==> src/rtl/io_arb_pkg.sv <==
package io_arb_pkg;
  typedef enum logic [1:0] {
    ST_IDLE  = 2'd0,
    ST_CARD  = 2'd1,
    ST_HOST  = 2'd2,
    ST_GUARD = 2'd3
  } arb_state_t;
endpackage

==> src/rtl/io_line_sampler.sv <==
module io_line_sampler #(
  parameter int N_LINES = 2
) (
  input  logic               clk,
  input  logic               rst,
  input  logic [N_LINES-1:0] lines_in,
  output logic [N_LINES-1:0] lines_q
);
  // One register per line; lines idle high, so reset to 1
  for (genvar i = 0; i < N_LINES; i++) begin : g_line
    always_ff @(posedge clk) begin
      if (rst) lines_q[i] <= 1'b1;
      else     lines_q[i] <= lines_in[i];
    end
  end
endmodule

==> src/rtl/io_fwd_timer.sv <==
module io_fwd_timer #(
  parameter int DLY = 4
) (
  input  logic clk,
  input  logic rst,
  input  logic go,
  output logic done
);
  localparam int CW = (DLY < 2) ? 1 : $clog2(DLY + 1);
  localparam logic [CW-1:0] LIMIT = CW'(DLY);

  logic [CW-1:0] cnt;

  always_ff @(posedge clk) begin
    if (rst || !go)     cnt <= '0;
    else if (cnt != LIMIT) cnt <= cnt + 1'b1;
  end

  assign done = (cnt == LIMIT);

  p_count_rises_r8: assert property (@(posedge clk) disable iff (rst)
    $rose(done) |-> $past(go));
endmodule

==> src/rtl/io_dir_fsm.sv <==
module io_dir_fsm
  import io_arb_pkg::*;
(
  input  logic       clk,
  input  logic       rst,
  input  logic       sess_active,
  input  logic       card_s,
  input  logic       host_s,
  output arb_state_t state
);
  arb_state_t state_nx;

  always_comb begin
    state_nx = state;
    unique case (state)
      ST_IDLE: begin
        if (!card_s && host_s)      state_nx = ST_CARD;
        else if (!host_s && card_s) state_nx = ST_HOST;
      end
      ST_CARD:  if (card_s) state_nx = ST_GUARD;
      ST_HOST:  if (host_s) state_nx = ST_GUARD;
      ST_GUARD: state_nx = ST_IDLE;
      default:  state_nx = ST_GUARD;
    endcase
    if (!sess_active) state_nx = ST_GUARD;
  end

  always_ff @(posedge clk) begin
    if (rst) state <= ST_GUARD;
    else     state <= state_nx;
  end

  p_tie_stays_idle_r7: assert property (@(posedge clk) disable iff (rst)
    (state == ST_IDLE && !card_s && !host_s) |=> (state == ST_IDLE || state == ST_GUARD));
  p_release_to_guard_r5: assert property (@(posedge clk) disable iff (rst)
    (state == ST_CARD && card_s) |=> (state == ST_GUARD));
  p_host_release_r5: assert property (@(posedge clk) disable iff (rst)
    (state == ST_HOST && host_s) |=> (state == ST_GUARD));
  p_inactive_park_r9: assert property (@(posedge clk) disable iff (rst)
    !sess_active |=> (state == ST_GUARD));
endmodule

==> src/rtl/io_dir_arbiter.sv <==
module io_dir_arbiter
  import io_arb_pkg::*;
#(
  parameter int C2H_DLY = 4,
  parameter int H2C_DLY = 1
) (
  input  logic clk,
  input  logic rst,
  input  logic sess_active,
  input  logic card_in,
  input  logic host_in,
  output logic card_pull,
  output logic host_pull
);
  logic [1:0] lines_q;
  logic       card_s, host_s;
  arb_state_t state;
  logic       c2h_done, h2c_done;

  io_line_sampler #(.N_LINES(2)) u_smp (
    .clk(clk), .rst(rst),
    .lines_in({host_in, card_in}),
    .lines_q(lines_q)
  );
  assign card_s = lines_q[0];
  assign host_s = lines_q[1];

  io_dir_fsm u_fsm (
    .clk(clk), .rst(rst), .sess_active(sess_active),
    .card_s(card_s), .host_s(host_s), .state(state)
  );

  io_fwd_timer #(.DLY(C2H_DLY)) u_c2h (
    .clk(clk), .rst(rst), .go(state == ST_CARD), .done(c2h_done)
  );
  io_fwd_timer #(.DLY(H2C_DLY)) u_h2c (
    .clk(clk), .rst(rst), .go(state == ST_HOST), .done(h2c_done)
  );

  always_ff @(posedge clk) begin
    if (rst) begin
      card_pull <= 1'b0;
      host_pull <= 1'b0;
    end else if (!sess_active) begin
      card_pull <= 1'b1;
      host_pull <= 1'b0;
    end else begin
      host_pull <= (state == ST_CARD) && c2h_done && !card_s;
      card_pull <= (state == ST_HOST) && h2c_done && !host_s;
    end
  end

  p_one_dir_r10: assert property (@(posedge clk) disable iff (rst)
    !(card_pull && host_pull));
  p_inactive_pins_r9: assert property (@(posedge clk) disable iff (rst)
    !sess_active |=> (card_pull && !host_pull));
  p_host_pull_src_r2: assert property (@(posedge clk) disable iff (rst)
    $rose(host_pull) |-> $past(!card_s));
  p_card_pull_src_r3: assert property (@(posedge clk) disable iff (rst)
    ($rose(card_pull) && $past(sess_active)) |-> $past(!host_s));
endmodule

==> config.mk <==
export PLATFORM = sky130hd
export DESIGN_NAME = io_dir_arbiter
export DESIGN_NICKNAME = d
export VERILOG_FILES = /design/src/rtl/io_arb_pkg.sv /design/src/rtl/io_line_sampler.sv /design/src/rtl/io_fwd_timer.sv /design/src/rtl/io_dir_fsm.sv /design/src/rtl/io_dir_arbiter.sv
export SDC_FILE = /design/constraint.sdc
export NUM_CORES = 1
export LEC_CHECK = 0
export CAP_MARGIN = 20
export CELL_PAD_IN_SITES_DETAIL_PLACEMENT = 1
export CELL_PAD_IN_SITES_GLOBAL_PLACEMENT = 2
export CORE_MARGIN = 2
export CORE_UTILIZATION = 30
export CTS_CLUSTER_SIZE = 16
export DETAILED_ROUTE_END_ITERATION = 8
export GPL_ROUTABILITY_DRIVEN = 0
export PLACE_DENSITY = 0.8
export REMOVE_ABC_BUFFERS = 1
export SLEW_MARGIN = 20
export SYNTH_ARGS = -nofsm -noshare
export SYNTH_HDL_FRONTEND = slang
export SYNTH_SLANG_ARGS = --single-unit
export TNS_END_PERCENT = 20
==> constraint.sdc <==
create_clock -name clk -period 1.5 [get_ports clk]
set_input_delay 0.3 -clock clk [delete_from_list [all_inputs] [get_ports clk]]
set_output_delay 0.3 -clock clk [all_outputs]
set_load 0.005 [all_outputs]
==> results of run 1 <==
## critical path, delay by kind of cell, from the launching register on
family,cells,cell delay [ns]
flops,1,0.36
simple gates,2,0.38
fa+ha+maj,1,0.20
compound gates,2,0.26
buf+inv,1,0.08
## logic make-up (layout without fill, tap and decap cells)
logic type      count (synthesis)  in the layout  synth area share
compound gates                  9              9            0.1154
simple gates                   22             22            0.2641
flops                          10             10            0.4103
xor+xnor                        1              1           0.01795
buf+inv                         5             15           0.03847
fa+ha+maj                       6              6            0.1538
## power by group through the flow
stage | Combinational, mW | Sequential [mW] | Clock, mW
floorplan | 0.0532 | 0.292 | 0
global placement | 0.0771 | 0.296 | 0
finish | 0.0787 | 0.291 | 0.245
CTS | 0.0786 | 0.289 | 0.252
global route | 0.0892 | 0.292 | 0.269
detailed placement | 0.0786 | 0.295 | 0
## area by class of cell
type	instances	area share
Clock buffer	4	0.05930
Inverter	5	0.03067
Multi-Input combinational cell	38	0.4499
Sequential cell	10	0.3292
Tap cell	16	0.03272
Timing Repair Buffer	6	0.09816
## cell usage after synthesis (all sizes together)
| cell | number |
|---|---|
| nor4 | 1 |
| a31oi | 1 |
| xnor2 | 1 |
| and4 | 1 |
| nand3b | 1 |
| nand2b | 4 |
| nand3 | 1 |
| o21ai | 3 |
| nor3 | 1 |
| a21o | 1 |
| and3 | 1 |
| dfxtp | 10 |
| inv | 5 |
| ha | 6 |
| a21oi | 4 |
| nand2 | 4 |
| or2 | 2 |
| nor2 | 3 |
| nor2b | 3 |
## through the flow
stage / util / setup WS, ns / hold WS [ns]
floorplan: - / 0.1817 / 0.3691
CTS: 0.3966 / 0.01720 / 0.4503
detailed placement: 0.3727 / 0.03534 / 0.4403
global placement: 0.3727 / 0.07252 / 0.4498
global route: 0.4015 / 0.02268 / 0.4787
finish: 0.4015 / 0.1140 / 0.4468
## layer usage
| metal | track usage | up-vias | wire length, um |
|---|---|---|---|
| li1 | - | 195 | - |
| met3 | 0.07347 | 2 | 63 |
| met1 | 0.1340 | 167 | 465 |
| met2 | 0.1706 | 10 | 342 |
| met5 | 0 | - | 0 |
| met4 | 0.05455 | 0 | 14 |
## placed cells by master, fill, tap and decap left out, types with 2 or more instances in the layout
| master | count |
|---|---|
| inv_1 | 5 |
| clkbuf_4 | 3 |
| nand2b_1 | 3 |
| nand2_1 | 4 |
| nor2b_1 | 3 |
| o21ai_2 | 2 |
| a21oi_1 | 4 |
| or2_2 | 2 |
| ha_1 | 6 |
| nor2_1 | 3 |
| dfxtp_1 | 9 |
| clkdlybuf4s50_1 | 6 |
## sequential cells by signal (all words and copies together) (netlist names)
register,cells
card_pull,1
host_pull,1
u_c2h.cnt,3
u_fsm.state,2
u_h2c.done,1
u_smp.lines_q,2
## worst paths after layout
kind	start	to	slack (ns)	depth (start not counted)
setup / recovery	u_fsm.state[0]	u_fsm.state[0]	0.11	6
hold / removal	u_h2c.done	card_pull	0.45	2
setup reg to reg	u_fsm.state[0]	u_fsm.state[0]	0.11	6
hold reg to reg	u_h2c.done	card_pull	0.45	2
==> report_table.html, run 1 <==
<table>
<tr><th>Metric</th><th>Value</th></tr>
<tr><th colspan="2">Logic synthesis</th></tr>
<tr><td>Cell Area, Synth</td><td>between 400 and 500 um2</td></tr>
<tr><td>Top-area cell type share of the netlist area</td><td>0.4103</td></tr>
<tr><td>Number of synthesized register bits</td><td>10</td></tr>
<tr><td>Sequential area share after synthesis</td><td>0.4103</td></tr>
<tr><td>Library cells used by synthesis</td><td>21</td></tr>
<tr><td>Number of synthesis warnings</td><td>0</td></tr>
<tr><td>Synthesized area divided by synthesized cell count</td><td>roughly 9 um2</td></tr>
<tr><td>Leading cell types by total area after synthesis</td><td>dfxtp_1 41%, ha_1 15%, a21oi_1 4.1%</td></tr>
<tr><td>Area leader, netlist</td><td>dfxtp_1</td></tr>
<tr><td>Syn Inst Count</td><td>53</td></tr>
<tr><th colspan="2">Die</th></tr>
<tr><td>Starting utilization of the core area</td><td>0.3202</td></tr>
<tr><td>Row Count</td><td>14</td></tr>
<tr><td>Area of the placeable core</td><td>0.001524 mm2</td></tr>
<tr><td>Chip Height</td><td>about 44 um</td></tr>
<tr><td>I/O pin count</td><td>7</td></tr>
<tr><td>Die Area</td><td>roughly 0.0020 mm2</td></tr>
<tr><td>Floorplan die width</td><td>44.33 um</td></tr>
<tr><th colspan="2">GRT</th></tr>
<tr><td>Number of antenna violations at the first check in global routing</td><td>0</td></tr>
<tr><td>Total congestion overflow</td><td>0</td></tr>
<tr><td>First-pass GRT wire length</td><td>1.559 mm</td></tr>
<tr><td>Via count of the first global-routing pass</td><td>386</td></tr>
<tr><td>Largest net degree at the start of global routing</td><td>8</td></tr>
<tr><td>Global-route total usage across every layer</td><td>0.1170</td></tr>
<tr><th colspan="2">Final layout</th></tr>
<tr><td>Nets</td><td>75</td></tr>
<tr><td>Syn-to-layout area delta</td><td>25.38%</td></tr>
<tr><td>Design Area, Final</td><td>611.8 um2</td></tr>
<tr><td>Antenna cell count</td><td>0</td></tr>
<tr><td>Sequential cell area</td><td>201.4 um2</td></tr>
<tr><td>Fin cells</td><td>around 80</td></tr>
<tr><td>Filler cell count in the final layout</td><td>between 150 and 200</td></tr>
<tr><td>Area used by multi-input combinational logic</td><td>275.3 um2</td></tr>
<tr><td>Proportion of layout cells with a drive suffix above 1</td><td>0.1746</td></tr>
<tr><th colspan="2">Clocking</th></tr>
<tr><td>Clock tree from TritonCTS</td><td>done</td></tr>
<tr><td># H-tree levels</td><td>1</td></tr>
<tr><td>Maximum count of clock buffers along a single path</td><td>2</td></tr>
<tr><td>Clock-pin slew of the registers on the worst-case setup and hold paths</td><td>0.07 ns</td></tr>
<tr><td>Num CTS Buffers</td><td>3</td></tr>
<tr><td>Later-pin clock latency in the skew report</td><td>0.27 ns</td></tr>
<tr><td>CTS Root Cell</td><td>clkbuf_4</td></tr>
<tr><td>Clock sink total</td><td>10</td></tr>
<tr><td>Count of buffers added by post-CTS timing repair for setup</td><td>0</td></tr>
<tr><td>Number of gates given a new drive strength after cts</td><td>0</td></tr>
<tr><td>Number of hold buffers added after cts</td><td>0</td></tr>
<tr><th colspan="2">Power</th></tr>
<tr><td>Share of total power consumed by net switching</td><td>0.2366</td></tr>
<tr><td>Cell-internal power</td><td>469.0 uW</td></tr>
<tr><td>Maximum ir drop on the vdd rail</td><td>a little over 500 uV</td></tr>
<tr><td>Switching Power</td><td>145.4 uW</td></tr>
<tr><td>Overall power consumption</td><td>614.4 uW</td></tr>
<tr><td>Leak</td><td>0.2484 nW</td></tr>
<tr><td>Proportion of power drawn by the clock network</td><td>0.399</td></tr>
<tr><td>Power density of the placed cells</td><td>1004 mW/mm2</td></tr>
<tr><td>Sequential Power Share</td><td>0.473</td></tr>
<tr><td>Proportion of power drawn by combinational gates</td><td>0.128</td></tr>
<tr><th colspan="2">Timing</th></tr>
<tr><td>Worst slew pin tran</td><td>about 0.24 ns</td></tr>
<tr><td>Final Critical Period</td><td>1.386 ns</td></tr>
<tr><td>RSZ-0062 raised after global routing</td><td>no</td></tr>
<tr><td>Clock skew</td><td>0.003316 ns</td></tr>
<tr><td>Count of endpoints failing hold in the final timing report</td><td>0</td></tr>
<tr><td>Final period util</td><td>0.9240</td></tr>
<tr><td>Setup-violating endpoint count in the final report</td><td>0</td></tr>
<tr><td>Tightest slew margin relative to the limit</td><td>0.8357</td></tr>
<tr><td>Final count of pins violating max slew</td><td>0</td></tr>
<tr><td>Maximum achievable frequency</td><td>721.5 MHz</td></tr>
<tr><td>Setup TNS</td><td>0 ns</td></tr>
<tr><th colspan="2">Worst setup path</th></tr>
<tr><td>Crit Path Category</td><td>flop to flop</td></tr>
<tr><td>Cell-by-cell trace of the critical path</td><td>inv_1 &gt; ha_1 &gt; nor2b_1 &gt; a31oi_2 &gt; and4_1 &gt; o21ai_2</td></tr>
<tr><td>Crit path launch type</td><td>flop</td></tr>
<tr><td>Max stage delay on crit path</td><td>0.36 ns</td></tr>
<tr><td>CP max FO</td><td>4</td></tr>
<tr><td>Endpoint type of the worst setup path</td><td>flop</td></tr>
<tr><td>Cell with the biggest individual delay on the critical path</td><td>dfxtp_2</td></tr>
<tr><td>Required @ worst endpoint</td><td>1.66 ns</td></tr>
<tr><td>Arrival time of data at the critical path endpoint</td><td>1.55 ns</td></tr>
<tr><th colspan="2">Place</th></tr>
<tr><td>Instance area at placement</td><td>568.0 um2</td></tr>
<tr><td># port buffers</td><td>6</td></tr>
<tr><td>Placed cells</td><td>75</td></tr>
<tr><td>DP Wirelength</td><td>~710 um</td></tr>
<tr><th colspan="2">Worst hold path</th></tr>
<tr><td>Class of the most critical hold timing path</td><td>flop to flop</td></tr>
<tr><th colspan="2">Detailed routing</th></tr>
<tr><td>Routed vias</td><td>374</td></tr>
<tr><td>Remaining DRCs</td><td>0</td></tr>
<tr><td>Detail-routed via count per cell</td><td>4.734</td></tr>
<tr><td>Average routed wire per standard cell</td><td>11.22 um</td></tr>
<tr><td>Pre-Repair DR Iteration Count</td><td>2</td></tr>
<tr><td>Wire length reported by the detailed router</td><td>slightly below 900 um</td></tr>
<tr><td>Drt first-iter violations</td><td>1</td></tr>
<tr><td>DRT antenna net count</td><td>0</td></tr>
<tr><th colspan="2">Flow run</th></tr>
<tr><td>Reported max-cap violation count</td><td>0</td></tr>
<tr><th colspan="2">Run status</th></tr>
<tr><td>Run status</td><td>finished clean</td></tr>
</table>
Power figures use the tool's default switching activity.
==> inputs of run 2 (changes only) <==
--- a/config.mk
+++ b/config.mk
@@ -15,2 +15,3 @@
 export GPL_ROUTABILITY_DRIVEN = 0
+export MAX_ROUTING_LAYER = met4
 export PLACE_DENSITY = 0.8
--- a/constraint.sdc
+++ b/constraint.sdc
@@ -3,2 +3,2 @@
 set_output_delay 0.3 -clock clk [all_outputs]
-set_load 0.005 [all_outputs]
+set_load 0.1 [all_outputs]
==> report_table.html, run 2 (synthesized netlist as in run 1, its figures left out) <==
<table>
<tr><th>Metric</th><th>Value</th></tr>
<tr><th colspan="2">Run status</th></tr>
<tr><td>Run status</td><td>finished clean</td></tr>
<tr><th colspan="2">Timing</th></tr>
<tr><td>Clock skew</td><td>0.004914 ns</td></tr>
<tr><td>Final Critical Period</td><td>1.387 ns</td></tr>
<tr><td>Final period util</td><td>0.9247</td></tr>
<tr><td>Fin worst setup slack</td><td>~0.11 ns</td></tr>
<tr><td>Setup-violating endpoint count in the final report</td><td>0</td></tr>
<tr><td>Worst slew pin tran</td><td>about 0.24 ns</td></tr>
<tr><td>Setup TNS</td><td>0 ns</td></tr>
<tr><td>Worst Hold Slack</td><td>0.4662 ns</td></tr>
<tr><td>Final count of pins violating max slew</td><td>0</td></tr>
<tr><td>Tightest slew margin relative to the limit</td><td>0.8395</td></tr>
<tr><td>Maximum achievable frequency</td><td>721.0 MHz</td></tr>
<tr><td>Count of endpoints failing hold in the final timing report</td><td>0</td></tr>
<tr><td>RSZ-0062 raised after global routing</td><td>no</td></tr>
<tr><th colspan="2">Worst setup path</th></tr>
<tr><td>CP max FO</td><td>4</td></tr>
<tr><td>Arrival time of data at the critical path endpoint</td><td>1.53 ns</td></tr>
<tr><td>Required @ worst endpoint</td><td>1.64 ns</td></tr>
<tr><td>Crit Path Category</td><td>flop to flop</td></tr>
<tr><td>Endpoint type of the worst setup path</td><td>flop</td></tr>
<tr><td>Crit path launch type</td><td>flop</td></tr>
<tr><th colspan="2">Power</th></tr>
<tr><td>Maximum ir drop on the vdd rail</td><td>397.6 uV</td></tr>
<tr><td>Sequential Power Share</td><td>0.514</td></tr>
<tr><td>Switching Power</td><td>147.2 uW</td></tr>
<tr><td>Leak</td><td>0.2510 nW</td></tr>
<tr><td>Proportion of power drawn by combinational gates</td><td>0.165</td></tr>
<tr><td>Overall power consumption</td><td>564.3 uW</td></tr>
<tr><td>Power density of the placed cells</td><td>just over 900 mW/mm2</td></tr>
<tr><td>Cell-internal power</td><td>417.2 uW</td></tr>
<tr><td>Share of total power consumed by net switching</td><td>0.2608</td></tr>
<tr><td>Proportion of power drawn by the clock network</td><td>0.320</td></tr>
<tr><th colspan="2">Clocking</th></tr>
<tr><td>Clock sink total</td><td>10</td></tr>
<tr><td>Num CTS Buffers</td><td>3</td></tr>
<tr><td># H-tree levels</td><td>1</td></tr>
<tr><td>Count of buffers added by post-CTS timing repair for setup</td><td>0</td></tr>
<tr><td>Clock tree from TritonCTS</td><td>done</td></tr>
<tr><td>Number of hold buffers added after cts</td><td>0</td></tr>
<tr><td>CTS Root Cell</td><td>clkbuf_4</td></tr>
<tr><td>Clock-pin slew of the registers on the worst-case setup and hold paths</td><td>0.06 ns</td></tr>
<tr><td>Maximum count of clock buffers along a single path</td><td>2</td></tr>
<tr><td>Later-pin clock latency in the skew report</td><td>0.26 ns</td></tr>
<tr><th colspan="2">Final layout</th></tr>
<tr><td>Registers with the highest flip-flop counts</td><td>u_c2h.cnt x3, u_fsm.state x2, u_smp.lines_q x2</td></tr>
<tr><td>Most frequent standard cell in the layout excluding fill and tap cells</td><td>dfxtp_1</td></tr>
<tr><td>Sequential cell area</td><td>201.4 um2</td></tr>
<tr><td>Antenna cell count</td><td>0</td></tr>
<tr><td>Syn-to-layout area delta</td><td>26.67%</td></tr>
<tr><td>Nets</td><td>75</td></tr>
<tr><td>Most frequent cells in the layout</td><td>9 x dfxtp_1, 6 x ha_1, 5 x inv_1</td></tr>
<tr><td>Top register by number of flip-flops</td><td>u_c2h.cnt</td></tr>
<tr><td>Area used by multi-input combinational logic</td><td>275.3 um2</td></tr>
<tr><td>Proportion of layout cells with a drive suffix above 1</td><td>0.1935</td></tr>
<tr><td>Flip-flop count of the largest register, all copies and words added</td><td>3</td></tr>
<tr><td>Filler cell count in the final layout</td><td>178</td></tr>
<tr><th colspan="2">Detailed routing</th></tr>
<tr><td>Routed vias</td><td>~380</td></tr>
<tr><td>Wire length reported by the detailed router</td><td>891 um</td></tr>
<tr><td>DRT antenna net count</td><td>0</td></tr>
<tr><td>Pre-Repair DR Iteration Count</td><td>3</td></tr>
<tr><td>Remaining DRCs</td><td>0</td></tr>
<tr><td>Detail-routed via count per cell</td><td>4.821</td></tr>
<tr><td>Drt first-iter violations</td><td>10</td></tr>
<tr><td>Average routed wire per standard cell</td><td>11.42 um</td></tr>
<tr><th colspan="2">Die</th></tr>
<tr><td>Floorplan die width</td><td>about 44 um</td></tr>
<tr><td>Chip Height</td><td>roughly 44 um</td></tr>
<tr><td>Die Area</td><td>0.001965 mm2</td></tr>
<tr><td>Starting utilization of the core area</td><td>0.3202</td></tr>
<tr><td>I/O pin count</td><td>7</td></tr>
<tr><td>Row Count</td><td>14</td></tr>
<tr><td>Area of the placeable core</td><td>~0.0015 mm2</td></tr>
<tr><th colspan="2">GRT</th></tr>
<tr><td>Number of antenna violations at the first check in global routing</td><td>0</td></tr>
<tr><td>Largest net degree at the start of global routing</td><td>8</td></tr>
<tr><td>Global-route total usage across every layer</td><td>0.1059</td></tr>
<tr><td>Via count of the first global-routing pass</td><td>around 360</td></tr>
<tr><td>Total congestion overflow</td><td>0</td></tr>
<tr><td>First-pass GRT wire length</td><td>1.393 mm</td></tr>
<tr><th colspan="2">Worst hold path</th></tr>
<tr><td>Class of the most critical hold timing path</td><td>flop to flop</td></tr>
<tr><th colspan="2">Place</th></tr>
<tr><td>DP Wirelength</td><td>687.6 um</td></tr>
<tr><td>Post-placement worst setup slack</td><td>0.01574 ns</td></tr>
<tr><td># port buffers</td><td>6</td></tr>
<tr><th colspan="2">Flow run</th></tr>
<tr><td>Reported max-cap violation count</td><td>0</td></tr>
</table>
## run 2: final cells by class
type,count,share of cell area
repair buffers,6,0.1296
flip-flops and latches,10,0.3259
inverters,5,0.03036
multi-input cells,38,0.4453
well taps,16,0.03239
clock buffers,3,0.03644
## run 2: worst max-delay path, cell delays in order (launching register included)
cell and delay (ns):
dfxtp_2 0.34, inv_1 0.07, ha_1 0.21, nor2b_1 0.15
a31oi_2 0.22, and4_1 0.24, o21ai_2 0.05
## run 2: per-stage QoR
stage	utilization	std cells	instance area (um2)
4_1_cts	0.4048	78	616.8
3_3_place_gp	0.3859	75	588.1
3_5_place_dp	0.3859	75	588.1
2_1_floorplan	-	53	488.0
5_1_grt	0.4056	78	618.1
6_report	0.4056	78	618.1
## run 2: worst paths after layout
kind,from,end,slack (ns),cells past startpoint
max,u_fsm.state[0],u_fsm.state[0],0.11,6
min,u_h2c.done,card_pull,0.47,2
max reg2reg,u_fsm.state[0],u_fsm.state[0],0.11,6
min reg2reg,u_h2c.done,card_pull,0.47,2
## run 2: routing by layer
layer,wire [um],up-vias,share of wire,global-route usage
met4,8,0,0.0090,0.05455
met5,0,-,0,-
li1,-,194,-,-
met2,374,9,0.42,0.1559
met3,46,2,0.052,0.04898
met1,461,171,0.52,0.1194
## run 2: timing repair
| action | 4_1_cts | 5_1_grt |
|---|---|---|
| gates resized for setup | 1 | 1 |
| pin swaps | 0 | 1 |
| endpoints found under the setup margin | 1 | 2 |
## run 2: power groups by stage
| stage | clock network, mW | logic [mW] | registers [mW] |
|---|---|---|---|
| 6_report | 0.181 | 0.0933 | 0.290 |
| 5_1_grt | 0.208 | 0.103 | 0.292 |
| 4_1_cts | 0.190 | 0.0944 | 0.290 |
| 3_5_place_dp | 0 | 0.0925 | 0.295 |
| 3_3_place_gp | 0 | 0.0910 | 0.295 |
| 2_1_floorplan | 0 | 0.0532 | 0.302 |
